### src/rtl/sst_pkg.sv
package sst_pkg;

  localparam int ADDR_W = 2;

  typedef enum logic [ADDR_W-1:0] {
    A_DATA    = 2'd0,
    A_TXCTL   = 2'd1,
    A_PORTCTL = 2'd2,
    A_STATUS  = 2'd3
  } sst_addr_e;

  // packed MSB first: clk_pol is bit 5, tx_en is bit 0
  typedef struct packed {
    logic clk_pol;
    logic bit9;
    logic nine_bit;
    logic master_sel;
    logic sync_mode;
    logic tx_en;
  } tx_ctl_t;

  // irq_en is bit 3, port_en is bit 0
  typedef struct packed {
    logic irq_en;
    logic rx_single;
    logic rx_cont;
    logic port_en;
  } port_ctl_t;

  function automatic logic path_active(tx_ctl_t t, port_ctl_t p);
    return p.port_en && t.tx_en && t.sync_mode && !t.master_sel &&
           !p.rx_cont && !p.rx_single;
  endfunction

  function automatic int unsigned word_bits(logic nine, int unsigned dw);
    return nine ? dw + 1 : dw;
  endfunction

endpackage

### src/rtl/sst_edge.sv
module sst_edge #(
  parameter int STAGES = 2
) (
  input  logic clk,
  input  logic rst_n,
  input  logic sclk_in,
  input  logic pol,
  output logic lead,
  output logic trail
);

  logic [STAGES-1:0] chain;
  logic              prev;
  logic              lvl;
  logic              rise;
  logic              fall;

  assign lvl = chain[STAGES-1];

  always_ff @(posedge clk) begin
    if (!rst_n) begin
      chain <= '0;
      prev  <= 1'b0;
    end else begin
      chain <= {chain[STAGES-2:0], sclk_in};
      prev  <= lvl;
    end
  end

  assign rise  = lvl && !prev;
  assign fall  = !lvl && prev;
  // leading edge leaves the idle level given by pol
  assign lead  = pol ? fall : rise;
  assign trail = pol ? rise : fall;

endmodule

### src/rtl/sst_regs.sv
module sst_regs
  import sst_pkg::*;
#(
  parameter int DATA_W = 8
) (
  input  logic              clk,
  input  logic              rst_n,
  input  logic              bus_wr,
  input  logic [ADDR_W-1:0] bus_addr,
  input  logic [DATA_W-1:0] bus_wdata,
  input  logic              st_hold_empty,
  input  logic              st_shift_empty,
  input  logic              st_irq,
  output tx_ctl_t           tx_ctl,
  output port_ctl_t         port_ctl,
  output logic              data_wr,
  output logic [DATA_W-1:0] bus_rdata
);

  localparam int TXC_W = $bits(tx_ctl_t);
  localparam int PC_W  = $bits(port_ctl_t);

  sst_addr_e addr;
  assign addr    = sst_addr_e'(bus_addr);
  assign data_wr = bus_wr && (addr == A_DATA);

  always_ff @(posedge clk) begin
    if (!rst_n) begin
      tx_ctl   <= '0;
      port_ctl <= '0;
    end else if (bus_wr) begin
      case (addr)
        A_TXCTL:   tx_ctl   <= tx_ctl_t'(bus_wdata[TXC_W-1:0]);
        A_PORTCTL: port_ctl <= port_ctl_t'(bus_wdata[PC_W-1:0]);
        default:   ;
      endcase
    end
  end

  always_comb begin
    bus_rdata = '0;
    case (addr)
      A_TXCTL:   bus_rdata[TXC_W-1:0] = tx_ctl;
      A_PORTCTL: bus_rdata[PC_W-1:0]  = port_ctl;
      A_STATUS:  bus_rdata[2:0]       = {st_irq, st_shift_empty, st_hold_empty};
      default:   bus_rdata = '0;
    endcase
  end

endmodule

### src/rtl/sst_shifter.sv
module sst_shifter
  import sst_pkg::*;
#(
  parameter int DATA_W = 8,
  parameter int CNT_W  = $clog2(DATA_W + 2)
) (
  input  logic              clk,
  input  logic              rst_n,
  input  logic              active,
  input  logic              data_wr,
  input  logic [DATA_W-1:0] wr_data,
  input  logic              wr_bit9,
  input  logic              nine_bit,
  input  logic              lead,
  input  logic              trail,
  output logic              txd,
  output logic              hold_empty,
  output logic              shift_empty,
  output logic              hold_valid,
  output logic              load_evt,
  output logic              done_evt,
  output logic              wr_acc,
  output logic              shift_evt,
  output logic [CNT_W-1:0]  bit_cnt
);

  localparam int SH_W = DATA_W + 1;

  logic [SH_W-1:0]  hold_q;
  logic [SH_W-1:0]  sh_q;
  logic             nine_q;
  logic             busy;
  logic [CNT_W-1:0] last_cnt;

  assign last_cnt    = CNT_W'(word_bits(nine_q, DATA_W));
  assign shift_empty = !busy;
  assign wr_acc      = active && data_wr;
  assign load_evt    = active && hold_valid && !busy;
  assign shift_evt   = active && busy && lead && (bit_cnt < last_cnt);
  assign done_evt    = active && busy && trail && (bit_cnt == last_cnt);

  always_ff @(posedge clk) begin
    if (!rst_n) begin
      hold_q     <= '0;
      sh_q       <= '0;
      nine_q     <= 1'b0;
      busy       <= 1'b0;
      bit_cnt    <= '0;
      hold_valid <= 1'b0;
      hold_empty <= 1'b0;
      txd        <= 1'b0;
    end else if (!active) begin
      hold_valid <= 1'b0;
      busy       <= 1'b0;
      bit_cnt    <= '0;
    end else begin
      if (done_evt) busy <= 1'b0;
      if (shift_evt) begin
        txd     <= sh_q[0];
        sh_q    <= sh_q >> 1;
        bit_cnt <= bit_cnt + 1'b1;
      end
      if (load_evt) begin
        sh_q       <= hold_q;
        nine_q     <= nine_bit;
        bit_cnt    <= '0;
        busy       <= 1'b1;
        hold_valid <= 1'b0;
        hold_empty <= 1'b1;
      end
      // a write in the same cycle as a load queues the new word
      if (wr_acc) begin
        hold_q     <= {wr_bit9, wr_data};
        hold_valid <= 1'b1;
        hold_empty <= 1'b0;
      end
    end
  end

endmodule

### src/rtl/sync_slave_tx.sv
module sync_slave_tx
  import sst_pkg::*;
#(
  parameter int DATA_W      = 8,
  parameter int SYNC_STAGES = 2
) (
  input  logic              clk,
  input  logic              rst_n,
  input  logic              ext_sclk,
  input  logic              bus_wr,
  input  logic [1:0]        bus_addr,
  input  logic [DATA_W-1:0] bus_wdata,
  output logic [DATA_W-1:0] bus_rdata,
  output logic              txd,
  output logic              irq
);

  localparam int CNT_W = $clog2(DATA_W + 2);

  tx_ctl_t          tx_ctl;
  port_ctl_t        port_ctl;
  logic             data_wr;
  logic             active;
  logic             lead_evt;
  logic             trail_evt;
  logic             hold_empty;
  logic             shift_empty;
  logic             hold_valid;
  logic             load_evt;
  logic             done_evt;
  logic             wr_acc;
  logic             shift_evt;
  logic [CNT_W-1:0] bit_cnt;

  assign active = path_active(tx_ctl, port_ctl);
  assign irq    = hold_empty && port_ctl.irq_en;

  sst_regs #(.DATA_W(DATA_W)) u_regs (
    .clk            (clk),
    .rst_n          (rst_n),
    .bus_wr         (bus_wr),
    .bus_addr       (bus_addr),
    .bus_wdata      (bus_wdata),
    .st_hold_empty  (hold_empty),
    .st_shift_empty (shift_empty),
    .st_irq         (irq),
    .tx_ctl         (tx_ctl),
    .port_ctl       (port_ctl),
    .data_wr        (data_wr),
    .bus_rdata      (bus_rdata)
  );

  sst_edge #(.STAGES(SYNC_STAGES)) u_edge (
    .clk     (clk),
    .rst_n   (rst_n),
    .sclk_in (ext_sclk),
    .pol     (tx_ctl.clk_pol),
    .lead    (lead_evt),
    .trail   (trail_evt)
  );

  sst_shifter #(.DATA_W(DATA_W), .CNT_W(CNT_W)) u_shift (
    .clk         (clk),
    .rst_n       (rst_n),
    .active      (active),
    .data_wr     (data_wr),
    .wr_data     (bus_wdata),
    .wr_bit9     (tx_ctl.bit9),
    .nine_bit    (tx_ctl.nine_bit),
    .lead        (lead_evt),
    .trail       (trail_evt),
    .txd         (txd),
    .hold_empty  (hold_empty),
    .shift_empty (shift_empty),
    .hold_valid  (hold_valid),
    .load_evt    (load_evt),
    .done_evt    (done_evt),
    .wr_acc      (wr_acc),
    .shift_evt   (shift_evt),
    .bit_cnt     (bit_cnt)
  );

endmodule

### config.mk
export PLATFORM = sky130hd
export DESIGN_NAME = sync_slave_tx
export DESIGN_NICKNAME = d
export VERILOG_FILES = /design/src/rtl/sst_pkg.sv /design/src/rtl/sst_edge.sv /design/src/rtl/sst_regs.sv /design/src/rtl/sst_shifter.sv /design/src/rtl/sync_slave_tx.sv
export SDC_FILE = /design/constraint.sdc
export NUM_CORES = 1
export LEC_CHECK = 0
export BUFFER_PORTS_ARGS = -buffer_cell sky130_fd_sc_hd__buf_2
export CAP_MARGIN = 30
export CORE_AREA = 2 2 77 79
export CTS_CLUSTER_DIAMETER = 200
export DETAILED_ROUTE_END_ITERATION = 16
export DIE_AREA = 0 0 79 81
export GPL_ROUTABILITY_DRIVEN = 0
export PLACE_DENSITY = 0.51
export SYNTH_ARGS = -nofsm -noshare
export SYNTH_HDL_FRONTEND = slang
export SYNTH_SLANG_ARGS = --single-unit
### constraint.sdc
create_clock -name clk -period 1.78 [get_ports clk]
set_input_delay 0.178 -clock clk [delete_from_list [all_inputs] [get_ports clk]]
set_output_delay 0.178 -clock clk [all_outputs]
set_load 0.01 [all_outputs]
==> summary.txt <==
Status
  • Run status: complete, no violations

CTS
  • CTS Hold Bufs: 0
  • CTS root buf: clkbuf_8
  • Clock latency on the worst-skew pair: a little under 300 ps
  • # clock sinks: 40
  • Total CTS buffers: 5
  • Clock slew at reported path FFs: 80 ps
  • CTS H-tree lvls: 2
  • Clock Tree Buf Depth: 2
  • CTS tree: built

Run
  • Max_cap viols: 0

Yosys
  • Seq/Total Area, Yosys: 43.8%
  • Post-synth top area share: 43.8%
  • Synthesized flop and latch total: 40
  • Compound-Gate Fraction of Synth Area: 17.7%
  • Avg Inst Size Synth: 9.09 sq um
  • Primary FF master, synth: dfxtp_1
  • Combinational family with the most area after synthesis: simple AND/OR/NAND/NOR gates
  • EDFF count, synth: 0
  • Ranking of synthesized cells by area: dfxtp_1 (44%), mux2i_1 (9.9%), a21oi_1 (6.8%)
  • Synth cell types: 37
  • Post-Syn Area: 0.00183 sq mm
  • Async S/R FF share, synth: 0%
  • Top post-synthesis cells by count: dfxtp_1 (40), a21oi_1 (25), mux2i_1 (18)
  • Post-synthesis simple-gate area fraction: 20.6%
  • Cell taking the most area after synthesis: dfxtp_1
  • Synth Area in XOR/XNOR: 0%
  • Post-Synthesis Cells: 201
  • Cell with the most instances after synthesis: dfxtp_1
  • Mux contribution to synthesized area: approximately a tenth
  • Yosys warning count: 0
  • Adder-Cell Fraction of Synth Area: 4.11%

Cells and area
  • Antenna cells: 0
  • Ratio of cells with drive above 1 in the final layout: 25.0%
  • Nets: 255
  • Area delta synth->final: 23.3%

Timing
  • Fmax: 0.573 GHz
  • Final worst slack: 34.8 ps
  • Final min period: 1750 ps
  • Endpoints failing hold: 0
  • RSZ-0062 raised after global routing: yes
  • Max Slew Vio Count: 0
  • Skew final: 7.22 ps
  • Fin crit share: 98.0%
  • Finish-stage setup viols: 0

Floorplan
  • Num rows: 28
  • Die Wd: 79 um
  • DIE AREA: about 0.0064 sq mm
  • Ports: 24
  • Initial Utilization: 32.2%
  • Core Area: about 0.0057 sq mm
  • Vert. Die Dim: 81 um

Power and ir drop
  • Static leakage: between 0.0008 and 0.0009 uW
  • Comb pwr share: roughly 5.8%
  • Sw Share: 22.5%
  • NetSw: 365 uW
  • Worst vdd ir: 0.000459 V
  • Register share of total power: 56.3%
  • Clk network pwr share: 37.9%
  • Total chip power: 1620 uW
  • Power Dens Cells: 720 mW/mm^2
  • P_int: around 1300 uW

Drt
  • Via-to-Cell Ratio: 5.10
  • Drt wl/cell: 14.3 um
  • Residual DRC count: 0
  • DRT Wirelength: approximately 4.4 mm
  • Antenna-violating nets left: 0
  • First-pass detailed-route iteration total: 4
  • 1st-iter DRT viols: 91
  • Vias post-DR: 1,587

Placed design
  • IO Port Bufs: 21
  • Post-DP HPWL: 3.11 mm
  • Setup WS pre-CTS: -4.59 ps

Worst setup path
  • Worst EP arrival: slightly below 2000 ps
  • Class of the most critical setup path: reg -> reg
  • Worst Path Required: 2000 ps
  • CP max FO: 3
  • Crit. End Element: flop
  • Setup crit start kind: flop

Min path
  • Tightest Hold Check Type: in -> reg

GRT
  • Initial antenna violation count: 0
  • First-pass GRT wire length: 7.07 mm
  • Pin count of the biggest net entering global routing: 13
  • Gr usage total: 14.3%
  • Total grt overflow: 0
  • Number of global-route vias before repair: 1,463
## metrics by stage
step | utilization, % | TNS [ps] | hold slack, ps | area (sq um) | instances
final | 39.7 | 0 | 93.7 | 2250 | 311
after global routing | 39.7 | -129 | 86.6 | 2250 | 311
after CTS | 38.6 | 0 | 93.0 | 2190 | 309
after detailed placement | 36.9 | -4.59 | 392 | 2100 | 301
after global placement | 36.9 | 0 | 393 | 2100 | 301
after floorplan | - | 0 | 296 | 1830 | 202
## cells in the final DEF, fill, tap and decap left out, types with 11 or more instances in the layout
cell type | netlist | final
mux2i_1 | 18 | 18
a21oi_1 | 25 | 20
nand3_1 | 17 | 17
nor2_1 | 16 | 16
dfxtp_1 | 40 | 39
nand2_1 | 15 | 15
buf_4 | 2 | 11
buf_2 | 1 | 21
## worst max-delay path, stage by stage (launching register included)
cell	delay, ps
dfxtp_2	330
inv_2	50
ha_1	120
or3b_4	400
a22o_2	250
or4_1	390
a21oi_1	140
## cells by family (layout without fill, tap and decap cells)
kind of cell / after synthesis / after routing
flip-flops: 40 / 40
buffers and inverters: 16 / 50
adder cells (fa/ha/maj): 6 / 6
other: 1 / 2
AO/OA/AOI/OAI: 49 / 49
AND/OR/NAND/NOR: 71 / 71
multiplexers: 18 / 18
## what timing repair did
item                                   in CTS  in global routing
gates resized for setup                     1                 15
setup endpoints to repair                   5                 10
buffers inserted                            0                  1
gates cloned                                0                  1
endpoints found under the hold margin       0                  0
pin swaps                                   0                 10
## sequential cells by signal, indices dropped and copies added, names as in the netlist
register,cells
u_edge.chain,2
u_shift.busy,1
u_regs.tx_ctl,6
u_shift.sh_q,9
u_shift.bit_cnt,4
u_regs.port_ctl,4
u_shift.nine_q,1
u_shift.hold_empty,1
u_shift.hold_valid,1
u_shift.txd,1
u_shift.hold_q,9
u_edge.prev,1
## power by group through the flow
stage	registers (uW)	logic [uW]	clock network, uW
after CTS	913	94.4	631
after global routing	915	106	665
final	913	93.9	616
after detailed placement	934	93.9	0
after floorplan	931	53.0	0
after global placement	934	93.9	0
## layout make-up
class	count	area [sq um]
Tap cell	75	93.8
Sequential cell	40	802
Clock buffer	8	90.1
Timing Repair Buffer	35	230
Multi-Input combinational cell	146	1010
Inverter	7	26.3
Fill cell	597	3420
## worst paths after layout
check	slack, ps	to	from	cells after the start
worst min-delay path	90	u_edge.chain[0]	ext_sclk	2
worst max register to register	30	u_shift.bit_cnt[2]	u_shift.bit_cnt[0]	6
worst max-delay path	30	u_shift.bit_cnt[2]	u_shift.bit_cnt[0]	6
worst min register to register	430	u_edge.chain[1]	u_edge.chain[0]	1
## layer usage
layer	global-route usage, %	vias to the layer above	routed length, um
li1	-	792	-
met1	18.3	756	2120
met2	23.1	30	2090
met3	3.44	9	151
met4	6.03	0	75
met5	0	-	0
Note: power is estimated with default switching activity, not from simulation.
